--- src/rtl/useq_core.sv ---
module useq_core #(
  parameter int OPC_W  = 8,
  parameter int ADDR_W = 10,
  parameter int CTRL_W = 24,
  parameter int TBL_N  = 4,
  parameter logic [TBL_N*(CTRL_W+ADDR_W+6)-1:0] UCODE = '0
) (
  input  logic              clk,
  input  logic              rst_n,
  input  logic [OPC_W-1:0]  opcode_i,
  input  logic [3:0]        flags_i,
  output logic [CTRL_W-1:0] ctrl_o,
  output logic              fetch_req_o,
  output logic [ADDR_W-1:0] upc_o
);
  localparam int WORD_W = CTRL_W + ADDR_W + 6;
  localparam int IDX_W  = (TBL_N > 1) ? $clog2(TBL_N) : 1;

  logic [WORD_W-1:0] store [TBL_N];
  logic [WORD_W-1:0] word;
  logic [ADDR_W-1:0] upc_q, nxt;
  logic [3:0]        mask;
  logic              pend_q, eor, jen, take;

  for (genvar i = 0; i < TBL_N; i++) begin : g_store
    assign store[i] = UCODE[i*WORD_W +: WORD_W];
  end

  assign word = (int'(upc_q) < TBL_N) ? store[upc_q[IDX_W-1:0]] : '0;
  assign eor  = word[WORD_W-1];
  assign jen  = word[WORD_W-2];
  assign mask = word[WORD_W-3 -: 4];
  assign nxt  = word[CTRL_W +: ADDR_W];
  assign take = jen & ((mask == 4'b0) | (|(flags_i & mask)));

  assign ctrl_o      = pend_q ? '0 : word[CTRL_W-1:0];
  assign fetch_req_o = eor & ~pend_q;
  assign upc_o       = upc_q;

  always_ff @(posedge clk or negedge rst_n) begin
    if (!rst_n) begin
      upc_q  <= '0;
      pend_q <= 1'b0;
    end else if (pend_q) begin
      upc_q  <= {{(ADDR_W-OPC_W){1'b0}}, opcode_i};
      pend_q <= 1'b0;
    end else if (eor) begin
      pend_q <= 1'b1;
    end else if (take) begin
      upc_q  <= nxt;
    end else begin
      upc_q  <= upc_q + 1'b1;
    end
  end

  p_reset_zero_r1: assert property (@(posedge clk) disable iff (!rst_n)
    $rose(rst_n) |-> upc_o == '0);
  p_fetch_cycle_r2: assert property (@(posedge clk) disable iff (!rst_n)
    fetch_req_o |=> (ctrl_o == '0) && !fetch_req_o && $stable(upc_o));
  p_load_opcode_r3: assert property (@(posedge clk) disable iff (!rst_n)
    (pend_q) |=> upc_o == ADDR_W'($past(opcode_i)));
  p_increment_r4: assert property (@(posedge clk) disable iff (!rst_n)
    (!pend_q && !eor && !take) |=> upc_o == $past(upc_o) + 1'b1);
  p_jump_target_r6: assert property (@(posedge clk) disable iff (!rst_n)
    (!pend_q && !eor && take) |=> upc_o == $past(nxt));
endmodule

--- config.mk ---
export PLATFORM = sky130hd
export DESIGN_NAME = useq_core
export DESIGN_NICKNAME = d
export VERILOG_FILES = /design/src/rtl/useq_core.sv
export SDC_FILE = /design/constraint.sdc
export NUM_CORES = 1
export LEC_CHECK = 0
export BUFFER_PORTS_ARGS = -buffer_cell sky130_fd_sc_hd__buf_2
export CAP_MARGIN = 20
export CORE_MARGIN = 2
export CORE_UTILIZATION = 40
export CTS_BUF_LIST = sky130_fd_sc_hd__clkbuf_16
export CTS_CLUSTER_SIZE = 20
export DETAILED_ROUTE_END_ITERATION = 8
export GPL_TIMING_DRIVEN = 0
export HOLD_SLACK_MARGIN = 0.06
export PLACE_DENSITY = 0.82
export SKIP_LAST_GASP = 1
export SYNTH_ARGS = -nofsm -noshare
export SYNTH_HDL_FRONTEND = slang
export SYNTH_SLANG_ARGS = --single-unit
export TNS_END_PERCENT = 5
--- constraint.sdc ---
create_clock -name clk -period 2 [get_ports clk]
set_input_delay 0.2 -clock clk [delete_from_list [all_inputs] [get_ports clk]]
set_output_delay 0.2 -clock clk [all_outputs]
set_load 0.005 [all_outputs]
# After elaboration in Yosys (flattened, before gate mapping)

Cells that the tools add are included.

Output and inout bits: 35
Register bits after elaboration: 11
Logic and storage cells: 24
Input bits: 14

$add $sub $neg: 1
Eq/ne operators: 1
Magnitude comparators: 2
Reductions and logical operators: 2
Mux-type cells: 10
Bitwise gates (word level): 6

Operators by type and width:

| cell                  | number |
|---|---|
| $mux 40               | 3 |
| $bmux 40 s2           | 1 |
| $mux 10               | 3 |
| $mux 24               | 1 |
| $add 10x1->10 const B | 1 |
| $lt 10x3->1 const B   | 1 |
| $and 4x4->4           | 1 |
| $logic_not 4->1       | 1 |
| $reduce_or 4->1       | 1 |
| $ge 3x3->1 const B    | 1 |
| $not 2->3             | 1 |
| $and 1x1->1           | 2 |
| $mux 1                | 2 |
| $ne 2x1->1 const B    | 1 |
| $not 1->1             | 1 |
| $or 1x1->1            | 1 |

# Logic depth before layout (Yosys ltp)

Depth in word-level cells: 12
Depth in mapped cells: 4
Mapped depth without buffers: 4

# Worst setup path after synthesis

OpenSTA, ideal clock, no wires.

Path type: register to register
Start point: register upc_q[0], in the netlist upc_o[0]
End point: register upc_q[6], in the netlist upc_o[6]
Clock period less this slack: 1.065 ns
Stages on the path, launching flop included: 5
Setup slack: 0.935 ns
Arrival: 0.986 ns
Buffers on the path: 0
Library setup time: 0.079 ns
Data required time: 1.921 ns
Cells stage by stage: dfrtp_1 -> ha_1 -> nand4_1 -> nor2_1 -> xor2_1

Longest elaborated chain between the ends: 12
Elaborated cells on any way between the ends: 16
Those cells by class: add/sub (1); order compare (1); eq/ne (1); mux (7); bitwise (4); reduce/logical (2)

RTL lines:

| item                                                                 | RTL line | source |
|---|---|---|
| start: declaration                                                   | 21       | `logic [ADDR_W-1:0] upc_q, nxt;` |
| start signal: assignment                                             | 45       | `upc_q <= {{(ADDR_W-OPC_W){1'b0}}, opcode_i};` |
| start signal: assignment                                             | 50       | `upc_q <= nxt;` |
| start signal: assignment                                             | 52       | `upc_q <= upc_q + 1'b1;` |
| parallel branches: the longest is 12 deep, another holds $lt 10x3->1 | n/a      |  |

Several ways; the timed one is not identified. The select of a mux whose other input is x is not followed.
A chain may end at the register's enable or synchronous reset.

# Final worst setup path

Ends and elaborated chain as after synthesis.

==> reports/qor.yml <==
grt:
  antenna_found_initial: 0
  grt_use_total: 0.128
  overflow: 0
  grt_max_degree: 11
  grt_first_pass_wirelength_um: 1680
  grt_pass1_vias: 397
synthesis:
  synth_xor_area_frac: 0.116
  yosys.area_share.simple: 0.116
  synth_top_family_by_area: "buffers and inverters"
  avgSynthCellArea_sq_um: 10.1
  synth_seq_area_share: 0.413
  ys_warn_count: 0
  synth.ff_latch_count: 10
  synth_fa_ha_area_frac: 0.0207
  muxShareOfSynthArea: 0
  synth_compound_area_frac: 0
  yosys.cell_types.count: 15
  syn_inst: 60
  syn_area_sq_um: 606
outcome:
  status: "finished clean"
placed_design:
  port_buffers: 11
  globalplace.congestion: 0.689
  placed_area_sq_um: 771
  pre_cts_slack_ps: 788
  dpl.hpwl_um: 831
power:
  leakagePower_nw: 0.514
  pwr-share-seq: 0.338
  p_per_area_nw_per_um2: 703
  p_sw_mw: 0.107
  power.total_mw: 0.601
  p_int_mw: 0.494
  sw_frac_of_total: 0.178
  p_comb_frac: 0.090
  clkPwrFrac: 0.572
  ir_drop_mv: 0.509
route:
  wl_um: 1010
  vias: 419
  ant_nets: 0
  wl_per_cell_um: 8.77
  drtIter0Drc: 2
  vias_per_cell: 3.64
  dr.pass1.iters: 2
  route.detailed.drc: 0
floorplan:
  rows: 14
  die_area_sq_um: 1840
  fp.dieH_um: 42.9
  start_util: 0.417
  die_w_um: 42.9
  fp.coreArea_sq_um: 1450
  ios: 49
clocking:
  cts.path.max_buffers: 2
  root_buffer: "clkbuf_16"
  cts_resized: 0
  h-tree-depth: 1
  cts_hold_buf: 1
  cts_setup_buffers: 0
  numCtsBuffers: 3
  clkTransAtPathRegs_ps: 40
  cts_sinks: 10
  cts_tree: "built"
  clkLatencyLatePin_ps: 230
timing:
  setup_viol: 0
  timing.fmax_mhz: 824
  fin_ws_ps: 786
  skew_ps: 0.681
  fin_crit_sh: 0.607
  finalHoldViolCount: 0
  finalCriticalPeriod_ps: 1210
  rsz0062_at_grt: "no"
  drv_slew: 0
  tns_ps: 0
  whs_ps: 359
layout:
  largest_reg_flops: 10
  diodes: 0
  layout.nets: 116
  area_growth_pct: 41.3
  final_cell_mix: "buf_4, conb_1, buf_2"
  postLayoutCellArea_sq_um: 856
  nFillCells: 127
  layout-drive-gt1-share: 0.424
job:
  drv_cap: 0
worst_hold_path:
  hold_path.class: "input port to async pin"
setup_path:
  critPathTopFamily: "flip-flops"
  cp_slowest_cell: "dfrtp_1"
  path_buf_inv: 0
  arrival_ps: 1360
  worstPathMaxFanout: 5
  critical_path.max_stage_delay_ps: 420
  path_cells: "ha_1 > nand4_1 > nor2_1 > xor2_1"
  crit_type: "flip-flop to flip-flop"
  crit_required_ps: 2140
  end_kind: "flip-flop"
  start_kind: "flip-flop"
## worst reg2reg max path, stage by stage (launching register included)
cell and delay, ps:
dfrtp_1 420, ha_1 240, nand4_1 140, nor2_1 140
xor2_1 200
## per-layer routing
metal	part of all wire	track usage	vias up
li1	-	-	216
met1	0.36	0.139	181
met2	0.53	0.215	20
met3	0.11	0.0511	2
met4	0.011	0.0563	0
met5	0	0	-
## synthesized netlist by cell type (all sizes together)
| cell type | n | area, sq um |
|---|---|---|
| nand3 | 4 | 25.0 |
| dfrtp | 10 | 250 |
| nor4 | 1 | 12.5 |
| xnor2 | 4 | 35.0 |
| nor2 | 3 | 11.3 |
| nand4 | 1 | 6.26 |
| buf | 25 | 188 |
| nor3 | 1 | 5.00 |
| xor2 | 4 | 35.0 |
| nand2 | 2 | 10.0 |
| conb | 1 | 3.75 |
| inv | 3 | 11.3 |
| ha | 1 | 12.5 |
## layout make-up
cell class | instances | area (sq um) | share of cell area
tap | 16 | 20.0 | 0.0234
sequential | 10 | 250 | 0.292
buffer | 25 | 188 | 0.219
clock buffer | 3 | 75.1 | 0.0877
inverter | 3 | 11.3 | 0.0132
multi-input combinational | 46 | 246 | 0.288
timing repair buffer | 12 | 65.1 | 0.0760
## stage by stage
step                       util  std cells
after floorplan               -         84
after CTS                 0.589        115
after global placement    0.530        111
final                     0.589        115
after global routing      0.589        115
after detailed placement  0.530        111
## cell families after synthesis
group / after synthesis
other: 1
adders and majority gates: 1
buffers and inverters: 28
DFF: 10
and+or+nand+nor: 12
xor gates and xnor gates: 8
## path summary, 6_finish.rpt
path	to	start	cells after the start	slack, ps
max	upc_o[6]	upc_o[0]	4	790
max reg2reg	upc_o[6]	upc_o[0]	4	790
min reg2reg	upc_o[9]	upc_o[9]	1	460
max in group asynchronous	upc_o[1]	rst_n	2	1450
min in group clk	upc_o[9]	upc_o[9]	1	460
min	upc_o[2]	rst_n	2	360
## power by group through the flow
stage	logic [mW]	clock network [mW]	registers [mW]
final	0.0541	0.344	0.203
after global routing	0.0603	0.361	0.203
after CTS	0.0519	0.347	0.203
after detailed placement	0.0504	0	0.206
after global placement	0.0500	0	0.206
after floorplan	0.0456	0	0.206
No activity file was read; power rests on OpenSTA's default activity.
